==> config.mk <==
export PLATFORM = sky130hd
export DESIGN_NAME = sar_adc_ctrl
export DESIGN_NICKNAME = d
export VERILOG_FILES = /design/src/rtl/sar_pkg.sv /design/src/rtl/sar_settle_timer.sv /design/src/rtl/sar_sequencer.sv /design/src/rtl/sar_adc_ctrl.sv
export SDC_FILE = /design/constraint.sdc
export NUM_CORES = 1
export LEC_CHECK = 0
export BUFFER_PORTS_ARGS = -buffer_cell sky130_fd_sc_hd__buf_4
export CORE_ASPECT_RATIO = 2
export CORE_MARGIN = 10
export CORE_UTILIZATION = 35
export CTS_CLUSTER_DIAMETER = 30
export CTS_CLUSTER_SIZE = 28
export DETAILED_ROUTE_END_ITERATION = 8
export PLACE_DENSITY = 0.58
export SYNTH_ARGS = -nofsm -noshare
export SYNTH_HDL_FRONTEND = slang
export SYNTH_SLANG_ARGS = --single-unit
==> constraint.sdc <==
create_clock -name clk_i -period 2.6 [get_ports clk_i]
set_input_delay 0.26 -clock clk_i [delete_from_list [all_inputs] [get_ports clk_i]]
set_output_delay 0.26 -clock clk_i [all_outputs]
set_load 0.1 [all_outputs]
==> src/rtl/sar_pkg.sv <==
package sar_pkg;
  typedef enum logic [1:0] {
    ST_OFF  = 2'd0,
    ST_IDLE = 2'd1,
    ST_SAMP = 2'd2,
    ST_CONV = 2'd3
  } sar_state_e;
endpackage

==> src/rtl/sar_settle_timer.sv <==
module sar_settle_timer #(
  parameter int unsigned SETTLE_CYCLES = 50
) (
  input  logic clk_i,
  input  logic rst_ni,
  input  logic en_i,
  output logic settled_o
);
  localparam int unsigned CW = $clog2(SETTLE_CYCLES + 1);
  localparam logic [CW-1:0] LIMIT = CW'(SETTLE_CYCLES);

  logic [CW-1:0] cnt_q;

  always_ff @(posedge clk_i or negedge rst_ni) begin
    if (!rst_ni)            cnt_q <= '0;
    else if (!en_i)         cnt_q <= '0;
    else if (cnt_q != LIMIT) cnt_q <= cnt_q + 1'b1;
  end

  assign settled_o = (cnt_q == LIMIT);

  a_r7_count_bound: assert property (@(posedge clk_i) disable iff (!rst_ni)
    cnt_q <= LIMIT);
  a_r9_clear_on_disable: assert property (@(posedge clk_i) disable iff (!rst_ni)
    !en_i |=> cnt_q == '0);
endmodule

==> src/rtl/sar_sequencer.sv <==
module sar_sequencer
  import sar_pkg::*;
#(
  parameter int unsigned NBITS = 10
) (
  input  logic             clk_i,
  input  logic             rst_ni,
  input  logic             en_i,
  input  logic             start_i,
  input  logic             cmp_i,
  input  logic             settled_i,
  output logic [NBITS-1:0] dac_o,
  output logic             hold_o,
  output logic             ready_o,
  output logic             done_o,
  output logic [NBITS-1:0] result_o
);
  localparam int unsigned BW = $clog2(NBITS);
  localparam logic [NBITS-1:0] MID = NBITS'(1) << (NBITS - 1);
  localparam logic [BW-1:0] TOP_BIT = BW'(NBITS - 1);

  sar_state_e       state_q;
  logic [BW-1:0]    bit_q;
  logic [NBITS-1:0] acc_q, trial, acc_next, result_q;
  logic             dummy_q, dummy_done_q, done_q;

  assign trial    = acc_q | (NBITS'(1) << bit_q);
  assign acc_next = cmp_i ? trial : acc_q;
  assign ready_o  = dummy_done_q & settled_i;

  always_ff @(posedge clk_i or negedge rst_ni) begin
    if (!rst_ni) begin
      state_q      <= ST_OFF;
      bit_q        <= '0;
      acc_q        <= '0;
      dummy_q      <= 1'b0;
      dummy_done_q <= 1'b0;
      done_q       <= 1'b0;
      result_q     <= '0;
    end else begin
      done_q <= 1'b0;
      if (!en_i) begin
        state_q      <= ST_OFF;
        dummy_done_q <= 1'b0;
      end else begin
        unique case (state_q)
          ST_OFF: begin
            state_q <= ST_SAMP;
            dummy_q <= 1'b1;
          end
          ST_IDLE: if (start_i && ready_o) begin
            state_q <= ST_SAMP;
            dummy_q <= 1'b0;
          end
          ST_SAMP: begin
            state_q <= ST_CONV;
            bit_q   <= TOP_BIT;
            acc_q   <= '0;
          end
          ST_CONV: begin
            acc_q <= acc_next;
            if (bit_q == '0) begin
              state_q <= ST_IDLE;
              if (dummy_q) dummy_done_q <= 1'b1;
              else begin
                result_q <= acc_next;
                done_q   <= 1'b1;
              end
            end else begin
              bit_q <= bit_q - 1'b1;
            end
          end
          default: state_q <= ST_OFF;
        endcase
      end
    end
  end

  assign hold_o   = (state_q == ST_CONV);
  assign dac_o    = hold_o ? trial : MID;
  assign done_o   = done_q;
  assign result_o = result_q;

  a_r2_mid_while_sampling: assert property (@(posedge clk_i) disable iff (!rst_ni)
    !hold_o |-> dac_o == MID);
  a_r4_hold_drops_at_done: assert property (@(posedge clk_i) disable iff (!rst_ni)
    done_o |-> !hold_o && $past(hold_o));
  a_r5_done_single: assert property (@(posedge clk_i) disable iff (!rst_ni)
    done_o |=> !done_o);
  a_r7_result_only_on_done: assert property (@(posedge clk_i) disable iff (!rst_ni)
    !done_o |=> $stable(result_o) || done_o);
  a_r8_no_restart_in_conv: assert property (@(posedge clk_i) disable iff (!rst_ni)
    (hold_o && en_i && bit_q != '0) |=> hold_o);
  a_r9_disable_quiets: assert property (@(posedge clk_i) disable iff (!rst_ni)
    !en_i |=> !hold_o && !ready_o);
endmodule

==> src/rtl/sar_adc_ctrl.sv <==
module sar_adc_ctrl #(
  parameter int unsigned NBITS         = 10,
  parameter int unsigned SETTLE_CYCLES = 50
) (
  input  logic             clk_i,
  input  logic             rst_ni,
  input  logic             en_i,
  input  logic             start_i,
  input  logic             cmp_i,
  output logic [NBITS-1:0] dac_o,
  output logic             hold_o,
  output logic             ready_o,
  output logic             done_o,
  output logic [NBITS-1:0] result_o
);
  logic settled;

  sar_settle_timer #(.SETTLE_CYCLES(SETTLE_CYCLES)) i_timer (
    .clk_i    (clk_i),
    .rst_ni   (rst_ni),
    .en_i     (en_i),
    .settled_o(settled)
  );

  sar_sequencer #(.NBITS(NBITS)) i_seq (
    .clk_i    (clk_i),
    .rst_ni   (rst_ni),
    .en_i     (en_i),
    .start_i  (start_i),
    .cmp_i    (cmp_i),
    .settled_i(settled),
    .dac_o    (dac_o),
    .hold_o   (hold_o),
    .ready_o  (ready_o),
    .done_o   (done_o),
    .result_o (result_o)
  );

  a_r7_ready_needs_settle: assert property (@(posedge clk_i) disable iff (!rst_ni)
    ready_o |-> settled);
endmodule

# Yosys cells after proc, flatten, opt, wreduce, memory -nomap -nowiden
# Index checks and enable logic that the tools add are counted.
# totals
word_cells	59
regBits	35
# op_classes
n_reduce_logical	11
shift	1
mux	21
bitwise	3
eq_ne	13
add_sub_neg	2
# op_table
operator	n
10-bit two-way mux	2
10-bit case mux with 2 select lines	1
6-bit two-way mux	2
2-bit by 1-bit != test with 1-bit output (second input constant)	5
10-bit bitwise OR	1
1-bit by 4-bit left shift with 10-bit output (first input constant)	1
1-bit two-way mux	9
3-bit AND reduction	3
2-bit case mux with 4 select lines	1
4-bit case mux with 2 select lines	1
6-bit by 1-bit adder with 6-bit output (second input constant)	1
6-bit == test (second input constant)	1
2-bit two-way mux	3
6-bit != test (second input constant)	1
2-bit == test (second input constant)	2
4-bit zero test	1
4-bit two-way mux	1
2-bit AND reduction	2
4-bit AND reduction	1
2-bit nonzero test	2
4-bit by 1-bit subtractor with 4-bit output (second input constant)	1
3-bit by 2-bit != test with 1-bit output (second input constant)	1
3-bit != test (second input constant)	1
2-bit by 1-bit == test with 1-bit output (second input constant)	1
other kinds (6)	6

# Logic depth before layout (Yosys ltp)
# depth
depth_word	6
ltp_mapped	6
depth_no_buf	5

# Modules after synthesis
# From an unflattened synthesis, not the netlist that was laid out.
# unflattened
cells_unflattened	187
area_unflattened_um2	1819.2
# by_module_without_submodules
module	seq_area_each_um2	n_inst	area_each_um2	cells_per_inst
sar_sequencer	725.7	1	1500.2	157
sar_settle_timer	150.1	1	319.1	30

# Worst setup path after synthesis
# No wires, ideal clock.
# synth_timing
path_kind	flip-flop to output port
from	register i_seq.bit_q[0]
to	output port dac_o[0]
t_arrival_ns	2.427
required_time_ns	2.340
stages_incl_launch_ff	6
setup_slack_ns	-0.087
path_buffers	0
cell_sequence	dfrtp_1 > inv_1 > ha_1 > nor3b_2 > nor2_1 > nor2_1
# synth_between
elab_chain_len	3
# synth_lines
item	line_no	text
from (decl)	sar_sequencer.sv:23	logic [BW-1:0] bit_q;
from (signal assigned)	sar_sequencer.sv:70	bit_q <= bit_q - 1'b1;
1-bit by 4-bit left shift with 10-bit output	sar_sequencer.sv:27	assign trial = acc_q | (NBITS'(1) << bit_q);
10-bit bitwise OR	sar_sequencer.sv:27	
10-bit two-way mux	sar_sequencer.sv:80	assign dac_o = hold_o ? trial : MID;
to (decl)	sar_adc_ctrl.sv:10	output logic [NBITS-1:0] dac_o,
# Every way passes these cells.

# Worst setup path after layout
# Same ends and word-level chain as after synthesis.

==> summary.txt <==
Synthesis
  – Area contributors post-synth: dfrtp_1 (49%), nor2_1 (6.0%), a31oi_1 (5.2%), ha_1 (4.9%), a21oi_1 (4.7%)
  – Flops & latches, synth: 35
  – Net Count, Synth: 198
  – Post-synth ARST share: 100%
  – Synth Area per Inst: 9.68 µm²
  – Number of synthesized flops with an enable pin: 0
  – Commonest cells post-synth: dfrtp_1 (35), nor2_1 (29), a21oi_1 (17)
  – Most frequent cell after synthesis: dfrtp_1
  – Top FF cell, synth: dfrtp_1
  – Cells after Synth: 186
  – Synthesized area: 1800 µm²
  – Library cells used by synthesis: 42
  – Synth area leader: dfrtp_1
  – YS warnings: 0
  – Yosys top cell area share: 48.6%
  – Share of the yosys chip area belonging to registers: 48.6%

Timing
  – Fin. Hold Viols: 0
  – Max_slew headroom: 53.4%
  – RSZ-0062 raised after global routing: false
  – PnR worst setup slack: 0.238 ns
  – Post-Route Setup TNS: 0 ns
  – Final Max Slew Viols: 0
  – Layout Skew: 0.00464 ns
  – F_max: 423 MHz
  – Final period util: 90.8%
  – Setup-failing EPs final: 0
  – Period minus WS final: 2.36 ns
  – Hold slack: 0.300 ns
  – Pin slew with the least headroom to its limit: 0.696 ns

Clock tree
  – Clock Sinks: 35
  – Num CTS Buffers: 5
  – CTS tree: done
  – Post-CTS setup buffer count: 0
  – Clk_lat worst skew: 0.29 ns
  – Root buf cell: clkbuf_8
  – H-tree depth: 2
  – Maximum clock insertion buffer count: 2
  – Clock transition at the registers of the reported paths: 0.07 ns

Hold path
  – Hold Crit Class: input pin to flop
  – Hold_sp: en_i
  – Hold Path End: i_timer.cnt_q[1]
  – WHS Path Cells: 2

Layout
  – Fraction of final layout cells sized beyond drive strength 1: 19.2%
  – Fill count: 507
  – Final-stage net count: 225
  – Antenna diode count: 0
  – Area Growth Syn to Fin: 18.0%

Die
  – Die width: 70.7 µm
  – Core ar.: 4910 µm²
  – FP Rows: 36
  – Chip height: 121 µm
  – Die ar.: 8590 µm²
  – IO Pins: 28
  – Starting Density: 36.7%

Power
  – Power Density: 679 nW/µm²
  – Max VDD drop: 0.372 mV
  – Total Power: 0.00144 W
  – Leakage: 0.985 nW

Routing
  – DR WL/cell: 16.4 µm
  – Total Wirelength: 4420 µm
  – Via count: 1,448
  – Vias/cell: 5.36
  – TritonRoute pass-1 iters: 4
  – Iter 0 DRT Violations: 56
  – Routed Antenna Nets: 0
  – DRC: 0

Placed design
  – PortBufs: 27
  – RePlAce Congestion: 0.767
  – Hpwl dp: 3360 µm
  – Pre-CTS setup slack: 0.530 ns

Worst setup path
  – Worst Reg-to-Reg Cells: 5
  – Worst Path Arrival: 2.10 ns
  – Startpoint types: flop
  – CP Capture Type: output pin
  – FF-to-FF setup slack: 0.75 ns
  – CP Max Fanout: 8
  – Worst endpoint required time: 2.34 ns
  – R2R Path End: i_seq.result_o[3]
  – Worst Path Class, Setup: flop to output pin
  – FF-to-FF Start: i_seq.bit_q[0]

Global route
  – GRT Util Overall: 10.7%
  – First-pass GRT wire length: 7510 µm
  – GRT overflow: 0
  – Largest net degree at the start of global routing: 36
  – Vias in the first global route: 1,506
  – Initial antenna violation count: 0

Run
  – Max Cap Violations: 0

Status
  – Outcome: complete, no violations
repair_timing:
action                    4_1_cts  5_1_grt
hold endpoints to repair       35        0
hold buffers                    1        0
gates resized for setup         0        0
power breakdown:
group	internal (W)	switching, W
registers	0.000594	0.0000656
logic	0.000124	0.000264
clock network	0.000208	0.000187
cells in the final DEF, fill, tap and decap left out, types with 2 or more instances in the layout:
cell type | Yosys | final
clkbuf_8 | 0 | 6
o21ai_0 | 6 | 6
ha_1 | 7 | 7
a31oi_1 | 15 | 15
inv_1 | 13 | 13
o22ai_1 | 2 | 2
a21oi_1 | 17 | 17
nor2b_1 | 3 | 3
xnor2_1 | 2 | 2
nand3_1 | 2 | 2
dfrtp_1 | 35 | 35
and2_1 | 4 | 4
mux2i_1 | 7 | 7
nand2_1 | 8 | 8
nor3_1 | 2 | 2
buf_4 | 0 | 29
nor2_1 | 29 | 28
o311a_1 | 2 | 2
metrics by stage:
step | instances | instance area, µm² | util (%)
5_1_grt | 270 | 2120 | 43.3
2_1_floorplan | 186 | 1800 | -
6_report | 270 | 2120 | 43.3
3_5_place_dp | 262 | 2030 | 41.3
4_1_cts | 270 | 2120 | 43.3
3_3_place_gp | 262 | 2030 | 41.3
layer usage:
| metal | track usage, % | share of wire [%] | vias to the layer above |
|---|---|---|---|
| met2 | 20.0 | 57 | 31 |
| li1 | - | - | 710 |
| met4 | 4.01 | 1.5 | 0 |
| met3 | 2.95 | 4.1 | 6 |
| met1 | 10.9 | 37 | 701 |
| met5 | 0 | 0 | - |
worst max-delay path by stage:
| stage | startpoint | end | slack, ns | cells after the start |
|---|---|---|---|---|
| 2_1_floorplan | i_seq.bit_q[2] | dac_o[4] | 0.16 | 5 |
| 3_3_place_gp | i_seq.bit_q[0] | dac_o[0] | 0.59 | 6 |
| 3_5_place_dp | i_seq.bit_q[0] | dac_o[0] | 0.53 | 6 |
| 4_1_cts | i_seq.bit_q[0] | dac_o[0] | 0.21 | 6 |
| 5_1_grt | i_seq.bit_q[0] | dac_o[0] | 0.05 | 6 |
| 6_report | i_seq.bit_q[0] | dac_o[0] | 0.24 | 6 |
sequential cells by signal, indices dropped and copies added (netlist names):
register            count
i_seq.dummy_q           1
i_seq.dummy_done_q      1
i_seq.state_q           2
i_timer.cnt_q           6
i_seq.bit_q             4
i_seq.result_o         10
i_seq.acc_q            10
i_seq.done_o            1
layout make-up:
type | instances | area [µm²] | share of cell area [%]
Multi-Input combinational cell | 128 | 813 | 38.3
Sequential cell | 35 | 876 | 41.2
Timing Repair Buffer | 30 | 228 | 10.7
Clock buffer | 6 | 82.6 | 3.89
Clock inverter | 1 | 5.00 | 0.236
Tap cell | 57 | 71.3 | 3.36
Inverter | 13 | 48.8 | 2.30
critical path, stage by stage, from the launching register on:
cell	delay, ns
dfrtp_1	0.42
inv_1	0.16
ha_1	0.32
nor3b_2	0.42
nor2_1	0.09
nor2_2	0.09
buf_4	0.30
kinds of logic after synthesis:
kind of cell / after synthesis / synth area share (%)
simple gates: 62 / 18.2
compound gates: 50 / 17.1
flops: 35 / 48.6
buf+inv: 23 / 6.32
mux: 7 / 3.89
fa+ha+maj: 7 / 4.86
xor+xnor: 2 / 0.973
(Power assumes the default switching activity.)
